`src/rtl/gpio_cond_pkg.sv`:
```
package gpio_cond_pkg;
  localparam int unsigned ADDR_W      = 5;
  localparam int unsigned NCOND       = 4;
  localparam int unsigned NREG        = 17;
  // condition indices
  localparam int unsigned C_RISE      = 0;
  localparam int unsigned C_FALL      = 1;
  localparam int unsigned C_HIGH      = 2;
  localparam int unsigned C_LOW       = 3;
  // word addresses
  localparam logic [ADDR_W-1:0] A_IN_VAL  = ADDR_W'(0);
  localparam logic [ADDR_W-1:0] A_IN_EN   = ADDR_W'(1);
  localparam logic [ADDR_W-1:0] A_OUT_EN  = ADDR_W'(2);
  localparam logic [ADDR_W-1:0] A_OUT_VAL = ADDR_W'(3);
  localparam logic [ADDR_W-1:0] A_PULL    = ADDR_W'(4);
  localparam logic [ADDR_W-1:0] A_DRIVE   = ADDR_W'(5);
  localparam logic [ADDR_W-1:0] A_ALT_EN  = ADDR_W'(14);
  localparam logic [ADDR_W-1:0] A_ALT_SEL = ADDR_W'(15);
  localparam logic [ADDR_W-1:0] A_INVERT  = ADDR_W'(16);
  localparam int unsigned IE_BASE     = 6;
  localparam int unsigned IP_BASE     = 7;
  localparam int unsigned COND_STRIDE = 2;

  function automatic logic [ADDR_W-1:0] ie_addr(input int unsigned k);
    return ADDR_W'(IE_BASE + COND_STRIDE * k);
  endfunction

  function automatic logic [ADDR_W-1:0] ip_addr(input int unsigned k);
    return ADDR_W'(IP_BASE + COND_STRIDE * k);
  endfunction
endpackage

```
`src/rtl/gcp_sync.sv`:
```
module gcp_sync #(
  parameter int unsigned W      = 32,
  parameter int unsigned STAGES = 2
) (
  input  logic         clk_i,
  input  logic         rst_ni,
  input  logic [W-1:0] d_i,
  output logic [W-1:0] q_o
);
  logic [W-1:0] st [STAGES];

  always_ff @(posedge clk_i or negedge rst_ni) begin
    if (!rst_ni) st[0] <= '0;
    else         st[0] <= d_i;
  end

  for (genvar g = 1; g < STAGES; g++) begin : g_stage
    always_ff @(posedge clk_i or negedge rst_ni) begin
      if (!rst_ni) st[g] <= '0;
      else         st[g] <= st[g-1];
    end
  end

  assign q_o = st[STAGES-1];
endmodule

```
`src/rtl/gcp_detect.sv`:
```
module gcp_detect import gpio_cond_pkg::*; #(
  parameter int unsigned W = 32
) (
  input  logic                      clk_i,
  input  logic                      rst_ni,
  input  logic [W-1:0]              lvl_i,
  input  logic [NCOND-1:0][W-1:0]   clr_i,
  output logic [NCOND-1:0][W-1:0]   pend_o,
  output logic [W-1:0]              lvl_q_o
);
  logic [W-1:0]            lvl_q;
  logic [NCOND-1:0][W-1:0] cond, pend_q;

  always_comb begin
    cond[C_RISE] = lvl_i & ~lvl_q;
    cond[C_FALL] = ~lvl_i & lvl_q;
    cond[C_HIGH] = lvl_i;
    cond[C_LOW]  = ~lvl_i;
  end

  // new condition wins over a same-edge clear
  always_ff @(posedge clk_i or negedge rst_ni) begin
    if (!rst_ni) begin
      lvl_q  <= '0;
      pend_q <= '0;
    end else begin
      lvl_q <= lvl_i;
      for (int k = 0; k < NCOND; k++)
        pend_q[k] <= (pend_q[k] & ~clr_i[k]) | cond[k];
    end
  end

  assign pend_o  = pend_q;
  assign lvl_q_o = lvl_q;
endmodule

```
`src/rtl/gcp_outmux.sv`:
```
module gcp_outmux #(
  parameter int unsigned W = 32
) (
  input  logic [W-1:0] out_val_i,
  input  logic [W-1:0] alt_en_i,
  input  logic [W-1:0] alt_sel_i,
  input  logic [W-1:0] alt0_i,
  input  logic [W-1:0] alt1_i,
  input  logic [W-1:0] inv_i,
  output logic [W-1:0] pad_out_o
);
  for (genvar g = 0; g < W; g++) begin : g_pin
    logic src;
    assign src          = alt_en_i[g] ? (alt_sel_i[g] ? alt1_i[g] : alt0_i[g]) : out_val_i[g];
    assign pad_out_o[g] = src ^ inv_i[g];
  end
endmodule

```
`src/rtl/gpio_cond_port.sv`:
```
module gpio_cond_port import gpio_cond_pkg::*; #(
  parameter int unsigned NPIN        = 32,
  parameter int unsigned SYNC_STAGES = 2
) (
  input  logic              clk_i,
  input  logic              rst_ni,
  input  logic [ADDR_W-1:0] addr_i,
  input  logic              we_i,
  input  logic [NPIN-1:0]   wdata_i,
  output logic [NPIN-1:0]   rdata_o,
  input  logic [NPIN-1:0]   pad_in_i,
  input  logic [NPIN-1:0]   alt0_i,
  input  logic [NPIN-1:0]   alt1_i,
  output logic [NPIN-1:0]   pad_out_o,
  output logic [NPIN-1:0]   pad_oe_o,
  output logic [NPIN-1:0]   pad_pu_o,
  output logic [NPIN-1:0]   pad_ds_o,
  output logic [NPIN-1:0]   irq_o
);
  logic [NPIN-1:0] in_en_q, out_en_q, out_val_q, pue_q, ds_q;
  logic [NPIN-1:0] alt_en_q, alt_sel_q, inv_q;
  logic [NCOND-1:0][NPIN-1:0] ie_q, pend, clr;
  logic [NPIN-1:0] lvl_s, lvl_q;

  gcp_sync #(.W(NPIN), .STAGES(SYNC_STAGES)) u_sync (
    .clk_i, .rst_ni, .d_i(pad_in_i), .q_o(lvl_s)
  );

  always_comb begin
    for (int k = 0; k < NCOND; k++)
      clr[k] = (we_i && addr_i == ip_addr(k)) ? wdata_i : '0;
  end

  gcp_detect #(.W(NPIN)) u_det (
    .clk_i, .rst_ni, .lvl_i(lvl_s), .clr_i(clr), .pend_o(pend), .lvl_q_o(lvl_q)
  );

  always_ff @(posedge clk_i or negedge rst_ni) begin
    if (!rst_ni) begin
      in_en_q   <= '0;
      out_en_q  <= '0;
      out_val_q <= '0;
      pue_q     <= '0;
      ds_q      <= '0;
      alt_en_q  <= '0;
      alt_sel_q <= '0;
      inv_q     <= '0;
      ie_q      <= '0;
    end else if (we_i) begin
      case (addr_i)
        A_IN_EN:   in_en_q   <= wdata_i;
        A_OUT_EN:  out_en_q  <= wdata_i;
        A_OUT_VAL: out_val_q <= wdata_i;
        A_PULL:    pue_q     <= wdata_i;
        A_DRIVE:   ds_q      <= wdata_i;
        A_ALT_EN:  alt_en_q  <= wdata_i;
        A_ALT_SEL: alt_sel_q <= wdata_i;
        A_INVERT:  inv_q     <= wdata_i;
        default: ;
      endcase
      for (int k = 0; k < NCOND; k++)
        if (addr_i == ie_addr(k)) ie_q[k] <= wdata_i;
    end
  end

  always_comb begin
    rdata_o = '0;
    case (addr_i)
      A_IN_VAL:  rdata_o = lvl_s & in_en_q;
      A_IN_EN:   rdata_o = in_en_q;
      A_OUT_EN:  rdata_o = out_en_q;
      A_OUT_VAL: rdata_o = out_val_q;
      A_PULL:    rdata_o = pue_q;
      A_DRIVE:   rdata_o = ds_q;
      A_ALT_EN:  rdata_o = alt_en_q;
      A_ALT_SEL: rdata_o = alt_sel_q;
      A_INVERT:  rdata_o = inv_q;
      default: ;
    endcase
    for (int k = 0; k < NCOND; k++) begin
      if (addr_i == ie_addr(k)) rdata_o = ie_q[k];
      if (addr_i == ip_addr(k)) rdata_o = pend[k];
    end
  end

  always_comb begin
    irq_o = '0;
    for (int k = 0; k < NCOND; k++) irq_o = irq_o | (pend[k] & ie_q[k]);
  end

  gcp_outmux #(.W(NPIN)) u_mux (
    .out_val_i(out_val_q), .alt_en_i(alt_en_q), .alt_sel_i(alt_sel_q),
    .alt0_i, .alt1_i, .inv_i(inv_q), .pad_out_o
  );

  assign pad_oe_o = out_en_q;
  assign pad_pu_o = pue_q;
  assign pad_ds_o = ds_q;
endmodule

```
`config.mk`:
```
export PLATFORM = sky130hd
export DESIGN_NAME = gpio_cond_port
export DESIGN_NICKNAME = d
export VERILOG_FILES = /design/src/rtl/gpio_cond_pkg.sv /design/src/rtl/gcp_sync.sv /design/src/rtl/gcp_detect.sv /design/src/rtl/gcp_outmux.sv /design/src/rtl/gpio_cond_port.sv
export SDC_FILE = /design/constraint.sdc
export NUM_CORES = 1
export LEC_CHECK = 0
export CAP_MARGIN = 15
export CORE_ASPECT_RATIO = 2
export CORE_MARGIN = 10
export CORE_UTILIZATION = 33
export CTS_CLUSTER_DIAMETER = 80
export DETAILED_ROUTE_END_ITERATION = 12
export DONT_BUFFER_PORTS = 1
export PLACE_DENSITY_LB_ADDON = 0.12
export SLEW_MARGIN = 15
export SYNTH_ARGS = -nofsm -noshare
export SYNTH_HDL_FRONTEND = slang
export SYNTH_HIERARCHICAL = 1
export SYNTH_SLANG_ARGS = --single-unit
export TNS_END_PERCENT = 20
```
`constraint.sdc`:
```
create_clock -name clk_i -period 1.65 [get_ports clk_i]
set_input_delay 0.165 -clock clk_i [delete_from_list [all_inputs] [get_ports clk_i]]
set_output_delay 0.165 -clock clk_i [all_outputs]
set_load 0.05 [all_outputs]
```
======== Word level (Yosys, flattened, before mapping) ========
Cells that the tools add are included.
word-level totals
  register bits after elaboration ......... 608
  bits of input ports ..................... 136
  output and inout port bits .............. 192
  logic and storage cells ................. 185
cells by class
  equality and inequality tests ........... 16
  mux-type cells .......................... 77
  bitwise logic cells ..................... 56
  reduce and logical (&&, ||, !) cells .... 17
operators by type and width
  kind                                                              number
  32-bit 2-to-1 mux                                                 12
  32-bit bitwise AND                                                11
  32-bit case mux with 9 select lines                               1
  32-bit OR                                                         7
  32-bit inverter                                                   6
  1-bit 2-to-1 mux                                                  64
  5-bit by 4-bit == test with 1-bit output (second input constant)  8
  1-bit bitwise XOR                                                 32
  2-bit AND reduction                                               12
  5-bit by 3-bit == test with 1-bit output (second input constant)  4
  5-bit by 2-bit == test with 1-bit output (second input constant)  2
  5-bit by 1-bit == test with 1-bit output (second input constant)  1
  5-bit == test (second input constant)                             1
  5-bit logical NOT                                                 1
  1-bit logical AND                                                 4

======== Depth between registers and ports, before layout ========
  depth in word-level cells ............... 10
  depth in mapped cells ................... 10
  depth with buffers taken out ............ 6

======== Hierarchy ========
Netlist, hierarchy kept.
by module, submodules not included
  module          instances  cells an instance  area each (µm²)  sequential area each (µm²)
  gpio_cond_port  1          1839               20437.1          9609.2
  gcp_detect      1          448                5482.8           4003.8
  gcp_sync        1          96                 1841.8           1601.5
  gcp_outmux      1          128                880.8            0.0

======== Worst setup path after synthesis ========
OpenSTA, ideal clock, no wires.
  path kind ............................... input to output
  start ................................... input addr_i[1]
  end ..................................... output rdata_o[25]
  arrival ................................. 2.493 ns
  slack ................................... -1.008 ns
  stages .................................. 9
  buffers on the path ..................... 3
  cell sequence ........................... buf_4 > or2_1 > buf_2 > nor3_2 > buf_2 > nand2_1 > nand3_1 > o21ai_1 > a211oi_1
on the way
  longest elaborated chain between the ends .. 10
  elaborated cells on any way between the ends .. 26
  classes of those cells .................. eq/ne: 16; mux: 9; reduce/logical: 1
RTL lines
  element                                      line                  text
  from (decl)                                  gpio_cond_port.sv:7   input logic [ADDR_W-1:0] addr_i,
  5-bit == test, or another cell as far along  gpio_cond_port.sv:68  case (addr_i)
  32-bit case mux with 9 select lines          gpio_cond_port.sv:68
  32-bit 2-to-1 mux                            gpio_cond_port.sv:81  if (addr_i == ie_addr(k)) rdata_o = ie_q[k];
  32-bit 2-to-1 mux                            gpio_cond_port.sv:82  if (addr_i == ip_addr(k)) rdata_o = pend[k];
  32-bit 2-to-1 mux                            gpio_cond_port.sv:81
  32-bit 2-to-1 mux                            gpio_cond_port.sv:82
  32-bit 2-to-1 mux                            gpio_cond_port.sv:81
  32-bit 2-to-1 mux                            gpio_cond_port.sv:82
  32-bit 2-to-1 mux                            gpio_cond_port.sv:81
  32-bit 2-to-1 mux *                          gpio_cond_port.sv:82
  to (decl)                                    gpio_cond_port.sv:10  output logic [NPIN-1:0] rdata_o,
Mark *: on every way between the ends. The rest lies on a longest branch, timed or not.

======== Worst setup path in the final report ========
  start ................................... register ds_q[12] (netlist: pad_ds_o[12])
  end ..................................... output rdata_o[12]
on the way
  longest elaborated chain between the ends .. 9
RTL lines
  element                              line                  text
  from (decl)                          gpio_cond_port.sv:20  logic [NPIN-1:0] in_en_q, out_en_q, out_val_q, pue_q, ds_q;
  from (signal assigned)               gpio_cond_port.sv:55  A_DRIVE: ds_q <= wdata_i;
  32-bit case mux with 9 select lines  gpio_cond_port.sv:68
  32-bit 2-to-1 mux                    gpio_cond_port.sv:81
  32-bit 2-to-1 mux                    gpio_cond_port.sv:82
  32-bit 2-to-1 mux                    gpio_cond_port.sv:81
  32-bit 2-to-1 mux                    gpio_cond_port.sv:82
  32-bit 2-to-1 mux                    gpio_cond_port.sv:81
  32-bit 2-to-1 mux                    gpio_cond_port.sv:82
  32-bit 2-to-1 mux                    gpio_cond_port.sv:81
  32-bit 2-to-1 mux                    gpio_cond_port.sv:82
Every way passes these cells.

==> flow_summary.yaml <==
layout:
  drive_gt1_share_pct: 38.2
  n_fill_cell: 8162
  stdcell_count: 4034
  syn_to_final_growth_pct: 30.9
  n_antenna_cell: 0
  final_nets: 2966
  stdcell_area_sq_um: 37500
setup_path:
  critical_path_class: "reg2out"
  r2r_cells: 3
  end_kind: "output port"
  worst-path-max-fanout: 2
  cp.required_ns: 1.48
  worst_ep_arrival_time_ns: 2.14
  crit_path_start_kind: "register"
clock_network:
  cts_buffers: 59
  cts_tree: "done"
  htreeDepth: 2
  insertion_delay_ns: 0.66
  clock_path_buffers: 3
  cts_sinks: 608
  clk_root_buffer_cell: "clkbuf_16"
  holdBufCountCts: 65
  clk_pin_slew_ns: 0.06
global_routing:
  grt_max_degree: 609
  grt_pass1_vias: 24067
  gr-total-overflow: 0
  antenna_found_initial: 0
  grt_first_pass_wirelength_microns: 172000
  grt_usage_pct: 23.2
timing:
  fmax_ghz: 0.433
  period_minus_slack_ns: 2.31
  setup_violations: 95
  rsz0062_at_grt: "true"
  tightestPinTransition_ns: 0.983
  max_slew_margin_pct: 34.5
  finalWorstSetupSlack_ns: -0.658
  finalCritPeriodShare_pct: 140
  fin_hold_ws_ns: -0.792
  slew_violations: 0
  skew_ns: 0.0125
  hold_violations: 442
route:
  drt_wl_total_microns: 119000
  drc_errors: 0
  drt_iter0_drc: 1726
  avgViaCountPerCell: 5.55
  first_pass_iters: 6
  route.vias.total: 22375
  postRouteAntennaNets: 0
  wl_per_cell_microns: 29.4
logic_synthesis:
  ys_types: 63
  seq_area_frac_synth_pct: 53.1
  syn_area_sq_um: 28600
  synthArstFlopShare_pct: 100
  syn_inst: 2511
  ys_ff_latch: 608
  synth_edf_count: 0
  avgSynthCellArea_sq_um: 11.4
  synth-main-ff-cell: "dfrtp_1"
  yosys_warnings: 6
  syn_nets: 2647
floorplanning:
  start_util_pct: 33.3
  rows: 152
  die_width_microns: 228
  core_area_sq_um: 86000
  dieArea_sq_um: 99700
  die_height_microns: 437
  pin_count: 328
run_status:
  violations: "hold timing, setup timing"
  outcome: "complete, but fails checks"
pwr:
  p_total_mw: 46.4
  ir_worst_vdd_v: 0.000932
  power_leakage_nw: 16.9
  powerDensity_nw_per_um2: 1240
placed_design:
  hpwl_microns: 81500
  place_inst: 3843
  numPortBuffers: 0
  gp_congestion: 0.858
  place_area_sq_um: 33700
  place_ws_ns: -0.424
run:
  maxCapViolations: 0
hold_path:
  hold_path_class: "in2async"
worst paths after layout:
path / startpoint / endpoint / slack, ns
max in group asynchronous: rst_ni / alt_sel_q[25] / 0.44
min in group clk_i: pad_in_i[6] / u_sync/st[38] / 0.07
worst min-delay path: rst_ni / u_sync/st[39] / -0.79
worst max register to register: pad_pu_o[10] / pad_pu_o[10] / 0.56
worst max-delay path: pad_ds_o[12] / rdata_o[12] / -0.66
worst min register to register: u_sync/st[42] / u_sync/q_o[10] / 0.34
final cells by class:
| class | instances | area (sq um) | area share (%) |
|---|---|---|---|
| Clock buffer | 81 | 1710 | 4.56 |
| Clock inverter | 29 | 373 | 0.995 |
| Inverter | 169 | 634 | 1.69 |
| Multi-Input combinational cell | 1524 | 13100 | 35.0 |
| Sequential cell | 608 | 15200 | 40.6 |
| Tap cell | 1155 | 1450 | 3.86 |
| Timing Repair Buffer | 468 | 4980 | 13.3 |
worst max-delay path: stages, from the launching register on:
cell and delay, ns:
dfrtp_2 0.42, mux2i_1 0.11, nor4b_2 0.28, buf_4 0.17
a21oi_2 0.03, nand3_1 0.09, nor2_2 0.05, o21ai_4 0.17
buf_12 0.16
metrics by stage:
step / util, % / setup TNS, ns
floorplan: - / -7.03
global placement: 39.2 / -17.69
detailed placement: 39.2 / -19.32
CTS: 43.1 / -34.04
global route: 43.6 / -35.92
finish: 43.6 / -28.27
layout by cell type (no fill, tap or decap), drive strengths merged, types with 3 or more instances in the layout:
cell type,count
dfrtp,608
buf,404
mux2,384
inv,172
o21ai,170
a22oi,97
nand2,95
a21oi,88
nor2,81
clkbuf,81
o22ai,70
and3,69
and2,67
dlygate4sd3,64
nand3,56
a22o,55
mux2i,37
a21o,35
a221oi,35
xor2,32
a222oi,21
clkinv,18
a32oi,16
nand4,14
o2bb2ai,14
and4,11
nor3,11
nor4b,9
o211ai,8
bufinv,8
o221ai,8
nand2b,5
nor2b,5
o21a,4
o211a,3
nor3b,3
nand3b,3
and4bb,3
a211oi,3
where the power goes:
group / leakage (nW) / internal (mW) / switching, mW
clock: 1.05 / 8.51 / 6.35
combinational: 8.71 / 4.65 / 8.12
sequential: 7.15 / 16.9 / 1.88
total: 16.9 / 30.1 / 16.3
cell families after synthesis:
| family | after synthesis | share of synthesized area (%) |
|---|---|---|
| AOI/OAI and AO/OA | 633 | 14.9 |
| xor gates and xnor gates | 32 | 0.979 |
| buffers and inverters | 379 | 6.15 |
| DFF | 608 | 53.1 |
| muxes | 421 | 16.4 |
| and+or+nand+nor | 438 | 8.43 |
what timing repair did:
| action | in CTS | in global routing |
|---|---|---|
| hold endpoints to repair | 1152 | 442 |
| gates cloned | 0 | 0 |
| setup buffers | 10 | 6 |
| resized for setup | 135 | 63 |
| pin swaps | 100 | 50 |
| setup endpoints to repair | 96 | 96 |
synth_stat cells (all sizes together) (9+ instances only):
| cell | n | area, sq um |
|---|---|---|
| nand4 | 14 | 87.6 |
| xor2 | 32 | 280 |
| a22o | 55 | 482 |
| and3 | 69 | 432 |
| nor4b | 9 | 109 |
| nor2 | 81 | 319 |
| mux2i | 37 | 370 |
| clkbuf | 84 | 317 |
| nand2 | 95 | 362 |
| o2bb2ai | 14 | 123 |
| dfrtp | 608 | 15200 |
| and2 | 67 | 419 |
| a22oi | 97 | 728 |
| a21oi | 88 | 440 |
| nor3 | 11 | 82.6 |
| buf | 126 | 810 |
| nand3 | 56 | 280 |
| mux2 | 384 | 4320 |
| inv | 169 | 634 |
| o21ai | 170 | 851 |
| and4 | 11 | 96.3 |
| a222oi | 21 | 210 |
| a221oi | 35 | 344 |
| o22ai | 70 | 438 |
| a32oi | 16 | 140 |
| a21o | 35 | 263 |
metal layers:
| metal | global-route usage, % | share of wire [%] | vias up |
|---|---|---|---|
| met2 | 41.3 | 51 | 893 |
| met4 | 9.70 | 4.3 | 0 |
| met5 | 0 | 0 | - |
| met3 | 4.74 | 6.3 | 245 |
| li1 | - | - | 9714 |
| met1 | 26.7 | 38 | 11523 |
Note: power is estimated with default switching activity, not from simulation.
